File: src/rtl/alert_evt_pkg.sv
package alert_evt_pkg;

  localparam int SRC_N = 7;

  localparam int IDX_TAMPER = 0;
  localparam int IDX_HOT    = 1;
  localparam int IDX_WDT    = 2;
  localparam int IDX_PFAIL  = 3;
  localparam int IDX_SEND   = 4;
  localparam int IDX_SMB    = 5;
  localparam int IDX_BATT   = 6;

  // 1 = source reports both edges, 0 = rising edge only
  localparam logic [SRC_N-1:0] BOTH_EDGE_MASK = 7'b110_0010;

  typedef enum logic [1:0] {
    PWR_WORK  = 2'd0,
    PWR_SLEEP = 2'd1,
    PWR_SOFT  = 2'd2,
    PWR_MECH  = 2'd3
  } pwr_e;

endpackage

File: src/rtl/alert_edge.sv
module alert_edge #(
  parameter bit BOTH = 1'b0
) (
  input  logic clk,
  input  logic rst,
  input  logic sig_i,
  input  logic gate_i,
  output logic evt_o
);

  logic prev_q;

  always_ff @(posedge clk) begin
    if (rst) prev_q <= 1'b0;
    else     prev_q <= sig_i;
  end

  generate
    if (BOTH) begin : g_both
      assign evt_o = gate_i & (sig_i ^ prev_q);
    end else begin : g_rise
      assign evt_o = gate_i & sig_i & ~prev_q;
    end
  endgenerate

endmodule

File: src/rtl/alert_pend.sv
module alert_pend #(
  parameter int N = 7
) (
  input  logic         clk,
  input  logic         rst,
  input  logic [N-1:0] evt_i,
  input  logic         clr_en_i,
  input  logic [N-1:0] clr_mask_i,
  output logic [N-1:0] pend_o
);

  logic [N-1:0] keep;

  assign keep = pend_o & ~({N{clr_en_i}} & clr_mask_i);

  always_ff @(posedge clk) begin
    if (rst) pend_o <= '0;
    else     pend_o <= keep | evt_i;
  end

  // bits survive unless a message carrying them is accepted
  a_r8_sticky: assert property (@(posedge clk) disable iff (rst)
    1'b1 |=> ((pend_o & $past(keep)) == $past(keep)));

  // only bits that are pending can be cleared
  a_r8_clear_pending: assert property (@(posedge clk) disable iff (rst)
    clr_en_i |-> ((clr_mask_i & ~pend_o) == '0));

endmodule

File: src/rtl/alert_msg_ctrl.sv
module alert_msg_ctrl #(
  parameter int N     = 7,
  parameter int SEQ_W = 4
) (
  input  logic             clk,
  input  logic             rst,
  input  logic [N-1:0]     pend_i,
  input  logic             tx_busy_i,
  output logic             msg_valid_o,
  output logic [N-1:0]     msg_events_o,
  output logic [SEQ_W-1:0] msg_seq_o,
  output logic             clr_en_o,
  output logic [N-1:0]     clr_mask_o
);

  logic accept;
  logic launch;

  assign accept     = msg_valid_o & ~tx_busy_i;
  assign launch     = ~msg_valid_o & (|pend_i) & ~tx_busy_i;
  assign clr_en_o   = accept;
  assign clr_mask_o = msg_events_o;

  always_ff @(posedge clk) begin
    if (rst) begin
      msg_valid_o  <= 1'b0;
      msg_events_o <= '0;
      msg_seq_o    <= '0;
    end else if (accept) begin
      msg_valid_o  <= 1'b0;
    end else if (launch) begin
      msg_valid_o  <= 1'b1;
      msg_events_o <= pend_i;
      msg_seq_o    <= msg_seq_o + 1'b1;
    end
  end

  // a held request keeps its content
  a_r9_hold: assert property (@(posedge clk) disable iff (rst)
    (msg_valid_o && tx_busy_i) |=>
      (msg_valid_o && $stable(msg_events_o) && $stable(msg_seq_o)));

  // never an empty message
  a_r9_nonempty: assert property (@(posedge clk) disable iff (rst)
    msg_valid_o |-> (msg_events_o != '0));

  // request raised only with pending work and idle transmitter
  a_r9_raise_idle: assert property (@(posedge clk) disable iff (rst)
    $rose(msg_valid_o) |-> $past(!tx_busy_i && (pend_i != '0)));

  // accepted request drops
  a_r9_drop: assert property (@(posedge clk) disable iff (rst)
    (msg_valid_o && !tx_busy_i) |=> !msg_valid_o);

  // sequence advances by one per message
  a_r10_seq_step: assert property (@(posedge clk) disable iff (rst)
    $rose(msg_valid_o) |-> (msg_seq_o == SEQ_W'($past(msg_seq_o) + 1'b1)));

endmodule

File: src/rtl/alert_event_trig.sv
module alert_event_trig
  import alert_evt_pkg::*;
#(
  parameter int SEQ_W = 4
) (
  input  logic             clk,
  input  logic             rst,
  input  logic             tamper_i,
  input  logic             hot_i,
  input  logic             wdt_expired_i,
  input  logic             pwrfail_i,
  input  logic             sendnow_i,
  input  logic             smb_alert_i,
  input  logic             smb_alert_dis_i,
  input  logic             batt_low_i,
  input  logic [1:0]       pwr_state_i,
  input  logic             tx_busy_i,
  output logic             msg_valid_o,
  output logic [SRC_N-1:0] msg_events_o,
  output logic [SEQ_W-1:0] msg_seq_o
);

  logic [SRC_N-1:0] raw;
  logic [SRC_N-1:0] gate;
  logic [SRC_N-1:0] evt;
  logic [SRC_N-1:0] pend;
  logic [SRC_N-1:0] clr_mask;
  logic             clr_en;
  logic             core_on;

  assign core_on = (pwr_state_i == PWR_WORK);

  always_comb begin
    raw              = '0;
    raw[IDX_TAMPER]  = tamper_i;
    raw[IDX_HOT]     = hot_i;
    raw[IDX_WDT]     = wdt_expired_i;
    raw[IDX_PFAIL]   = pwrfail_i;
    raw[IDX_SEND]    = sendnow_i;
    raw[IDX_SMB]     = smb_alert_i;
    raw[IDX_BATT]    = batt_low_i;

    gate             = '1;
    gate[IDX_HOT]    = core_on;
    gate[IDX_SEND]   = core_on;
    gate[IDX_SMB]    = ~smb_alert_dis_i;
  end

  generate
    for (genvar g = 0; g < SRC_N; g++) begin : g_src
      alert_edge #(.BOTH(BOTH_EDGE_MASK[g])) u_edge (
        .clk    (clk),
        .rst    (rst),
        .sig_i  (raw[g]),
        .gate_i (gate[g]),
        .evt_o  (evt[g])
      );
    end
  endgenerate

  alert_pend #(.N(SRC_N)) u_pend (
    .clk        (clk),
    .rst        (rst),
    .evt_i      (evt),
    .clr_en_i   (clr_en),
    .clr_mask_i (clr_mask),
    .pend_o     (pend)
  );

  alert_msg_ctrl #(.N(SRC_N), .SEQ_W(SEQ_W)) u_ctrl (
    .clk          (clk),
    .rst          (rst),
    .pend_i       (pend),
    .tx_busy_i    (tx_busy_i),
    .msg_valid_o  (msg_valid_o),
    .msg_events_o (msg_events_o),
    .msg_seq_o    (msg_seq_o),
    .clr_en_o     (clr_en),
    .clr_mask_o   (clr_mask)
  );

  // intrusion bit only becomes pending after the line was high
  a_r2_tamper_rise: assert property (@(posedge clk) disable iff (rst)
    $rose(pend[IDX_TAMPER]) |-> $past(tamper_i));

  // over-temperature events only with core power on
  a_r3_hot_gated: assert property (@(posedge clk) disable iff (rst)
    $rose(pend[IDX_HOT]) |-> $past(pwr_state_i == PWR_WORK));

  // software request only honoured in the working state
  a_r5_send_gated: assert property (@(posedge clk) disable iff (rst)
    $rose(pend[IDX_SEND]) |-> $past((pwr_state_i == PWR_WORK) && sendnow_i));

  // SMBus alert events only while not disabled
  a_r6_smb_gated: assert property (@(posedge clk) disable iff (rst)
    $rose(pend[IDX_SMB]) |-> $past(!smb_alert_dis_i));

endmodule

File: config.mk
export PLATFORM = sky130hd
export DESIGN_NAME = alert_event_trig
export DESIGN_NICKNAME = d
export VERILOG_FILES = /design/src/rtl/alert_evt_pkg.sv /design/src/rtl/alert_edge.sv /design/src/rtl/alert_pend.sv /design/src/rtl/alert_msg_ctrl.sv /design/src/rtl/alert_event_trig.sv
export SDC_FILE = /design/constraint.sdc
export NUM_CORES = 1
export LEC_CHECK = 0
export BUFFER_PORTS_ARGS = -buffer_cell sky130_fd_sc_hd__clkbuf_2
export CORE_MARGIN = 3
export CORE_UTILIZATION = 57
export CTS_BUF_LIST = sky130_fd_sc_hd__clkbuf_8
export DETAILED_ROUTE_END_ITERATION = 12
export PLACE_DENSITY = 0.84
export SLEW_MARGIN = 25
export SYNTH_ARGS = -nofsm -noshare
export SYNTH_HDL_FRONTEND = slang
export SYNTH_SLANG_ARGS = --single-unit
export TNS_END_PERCENT = 50
File: constraint.sdc
create_clock -name clk -period 2.4 [get_ports clk]
set_input_delay 0.48 -clock clk [delete_from_list [all_inputs] [get_ports clk]]
set_output_delay 0.48 -clock clk [all_outputs]
set_load 0.005 [all_outputs]
==> results.py <==
metrics = {
    "finish": {
        "nets": 143,
        "diodes": 0,
        "instances_no_fill": 143,
        "drive_gt1_frac": 0.244,
        "area_growth_pct": 18.1,
    },
    "pwr": {
        "total_power_mw": 0.820,
        "p_int_mw": 0.622,
        "ir_worst_vdd_mv": 0.454,
        "switching_power_mw": 0.198,
        "p_per_area_nw_per_um2": 721,
        "clockPowerShare": 0.285,
        "p_sw_frac": 0.242,
        "comb_power_share": 0.128,
        "sequentialPowerShare": 0.587,
        "leakage_nw": 0.491,
    },
    "global_route": {
        "antenna_found_initial": 0,
        "grt_max_degree": 28,
        "grt_pass1_wl_um": 3040,
        "grtUsageTotal": 0.196,
        "grt_pass1_vias": 675,
        "grt-ovfl-total": 0,
    },
    "floorplan": {
        "die_w_um": 47.1,
        "num_rows": 14,
        "design.core.area_um2": 1540,
        "die_area_um2": 2220,
        "ios": 25,
        "initial_core_util": 0.625,
        "die_height_um": 47.1,
    },
    "timing": {
        "skew_ps": 3.08,
        "slew_headroom": 0.664,
        "setup_viol": 0,
        "slew_violations": 0,
        "setup_tns_ps": 0,
        "fin_crit_sh": 0.742,
        "worstMarginPinSlew_ps": 503,
        "clock.fmax_mhz": 562,
        "hold_violations": 0,
        "grt_setup_unrepaired": "false",
        "min_period_ps": 1780,
    },
    "min_path": {
        "holdPathEnd": "g_src[2].u_edge.prev_q",
        "holdPathStages": 2,
        "min_from": "wdt_expired_i",
        "hold_path_class": "in2reg",
    },
    "drt": {
        "routed_wirelength_um": 1910,
        "avgViaCountPerCell": 5.41,
        "wire_per_inst_um": 13.4,
        "first_pass_iters": 4,
        "drc": 0,
        "drt_iter0_drc": 21,
        "dr_total_vias": 773,
        "drt.antenna.violating_nets": 0,
    },
    "placement": {
        "io_buffers": 24,
        "dpl.hpwl_um": 1330,
        "placedCellCount": 140,
        "place_congestion": 0.782,
    },
    "cts": {
        "cts_tree": "yes",
        "path_clk_slew_ps": 80,
        "clock_latency_ps": 260,
        "post_cts_buffers": 0,
        "clkSinkCount": 26,
        "ctsResizeCount": 0,
        "htreeDepth": 1,
        "cts-root-buf": "clkbuf_8",
        "hold_buffers": 0,
        "cts_buffers": 3,
        "clockBufferDepth": 2,
    },
    "synthesis": {
        "synthCells": 102,
        "synth_area_um2": 963,
        "synth_area_leaders": "dfxtp_1 (54%), nor2b_1 (7.8%), nor2_1 (7.4%), a21oi_1 (5.2%), a22oi_1 (4.7%)",
        "synth.distinct_cells": 21,
        "ys_ff_latch": 26,
        "yosysWarnings": 0,
        "synth_edf_count": 0,
        "syn_area_per_cell_um2": 9.45,
        "async_flop_share": 0,
        "ys_seq_area_frac": 0.540,
        "synthTopCellsByCount": "dfxtp_1 (26), nor2_1 (19), nor2b_1 (12)",
        "synthMostInstantiatedCell": "dfxtp_1",
        "synth_top_area_cell": "dfxtp_1",
        "ys.flop_type": "dfxtp_1",
        "synth_top_area_share": 0.540,
        "syn_nets": 116,
    },
    "critical_path": {
        "crit_slowest_cell": "or4_4",
        "critPathArrivalTime_ps": 1930,
        "r2r-start": "u_pend.pend_o[1]",
        "cp.required_ps": 2550,
        "crit_chain": "or4_4, o41ai_4, nor2_1, mux2_1",
        "cpPeakStageDelay_ps": 550,
        "cp_max_fo": 6,
        "path_class": "reg2reg",
        "cp-end-kind": "flip-flop",
        "timing.rr.end": "u_ctrl.msg_seq_o[2]",
        "ff2ff_setup_slack_ps": 620,
        "start_kind": "flip-flop",
        "r2r_cells": 4,
    },
    "outcome": {
        "status": "complete, no violations",
    },
    "run": {
        "cap_violations": 0,
    },
}
[layout make-up]
| cell class | count | area, um2 |
|---|---|---|
| inverters | 1 | 3.75 |
| flip-flops and latches | 26 | 520 |
| multi-input cells | 71 | 417 |
| fillers | 132 | 404 |
| clock buffers | 3 | 41.3 |
| repair buffers | 26 | 135 |
| well taps | 16 | 20.0 |
[power groups by stage]
stage	combinational (mW)	clock, mW	sequential [mW]
after floorplan	0.0668	0	0.487
after global placement	0.0986	0	0.489
after detailed placement	0.104	0	0.491
after CTS	0.106	0.240	0.481
after global routing	0.119	0.256	0.485
final	0.105	0.234	0.482
[layer usage]
| layer | routed length, um | vias to the layer above | share of wire | global-route usage |
|---|---|---|---|---|
| met3 | 95 | 6 | 0.050 | 0.0383 |
| met2 | 932 | 24 | 0.49 | 0.298 |
| li1 | - | 390 | - | - |
| met5 | 0 | - | 0 | 0 |
| met4 | 42 | 0 | 0.022 | 0.0939 |
| met1 | 843 | 353 | 0.44 | 0.265 |
[cell families (layout without fill, tap and decap cells)]
family                   Yosys count  in the layout  share of synthesized area
multiplexers                       2              2                     0.0221
flip-flops                        26             26                      0.540
adder cells (fa/ha/maj)            1              1                     0.0130
XOR/XNOR                           4              4                     0.0364
AND/OR/NAND/NOR                   46             46                      0.229
buffers and inverters              5             30                     0.0273
AO/OA/AOI/OAI                     18             18                      0.132
[critical path: cells and delay by family (launching register included)]
kind | cells | cell delay [ps]
simple gates | 2 | 630
compound gates | 1 | 370
flops | 1 | 340
mux | 1 | 320
[cells in the final DEF, fill, tap and decap left out]
cell / synthesis / routed
a21oi_1: 10 / 10
a22oi_1: 6 / 6
buf_4: 0 / 2
clkbuf_2: 0 / 24
clkbuf_8: 0 / 3
dfxtp_1: 26 / 26
ha_1: 1 / 1
inv_1: 1 / 1
mux2_1: 1 / 1
mux2i_1: 1 / 1
nand2_1: 10 / 10
nand3_1: 1 / 1
nor2_1: 19 / 19
nor2b_1: 12 / 12
nor3_1: 1 / 1
nor4b_1: 1 / 1
o21ai_0: 1 / 1
o41ai_4: 1 / 1
or3_1: 1 / 1
or4_4: 1 / 1
xnor2_1: 2 / 2
xor2_1: 2 / 2
[worst max-delay path by stage]
stage / from / end / slack [ps] / cells after the start
finish: u_pend.pend_o[1] / u_ctrl.msg_seq_o[2] / 620 / 4
global route: u_pend.pend_o[1] / u_ctrl.clr_mask_o[2] / 550 / 5
CTS: u_pend.pend_o[1] / u_ctrl.msg_seq_o[2] / 610 / 4
detailed placement: u_pend.pend_o[1] / u_ctrl.msg_seq_o[2] / 610 / 4
global placement: u_pend.pend_o[1] / u_ctrl.msg_seq_o[2] / 680 / 4
floorplan: u_pend.pend_o[1] / u_ctrl.msg_seq_o[1] / 770 / 5
[metrics by stage]
stage / hold slack (ps) / setup WS, ps / cell area (um2) / util
6_report: 440 / 619 / 1140 / 0.738
4_1_cts: 439 / 612 / 1140 / 0.738
5_1_grt: 436 / 554 / 1140 / 0.738
3_3_place_gp: 461 / 679 / 1100 / 0.711
2_1_floorplan: 466 / 772 / 963 / -
3_5_place_dp: 473 / 615 / 1100 / 0.711
[sequential cells by signal (all words and copies together) (netlist names)]
signal	flops
u_ctrl.msg_seq_o	4
u_pend.pend_o	7
u_ctrl.clr_mask_o	7
g_src.u_edge.prev_q	7
u_ctrl.msg_valid_o	1
Power figures use the tool's default switching activity.
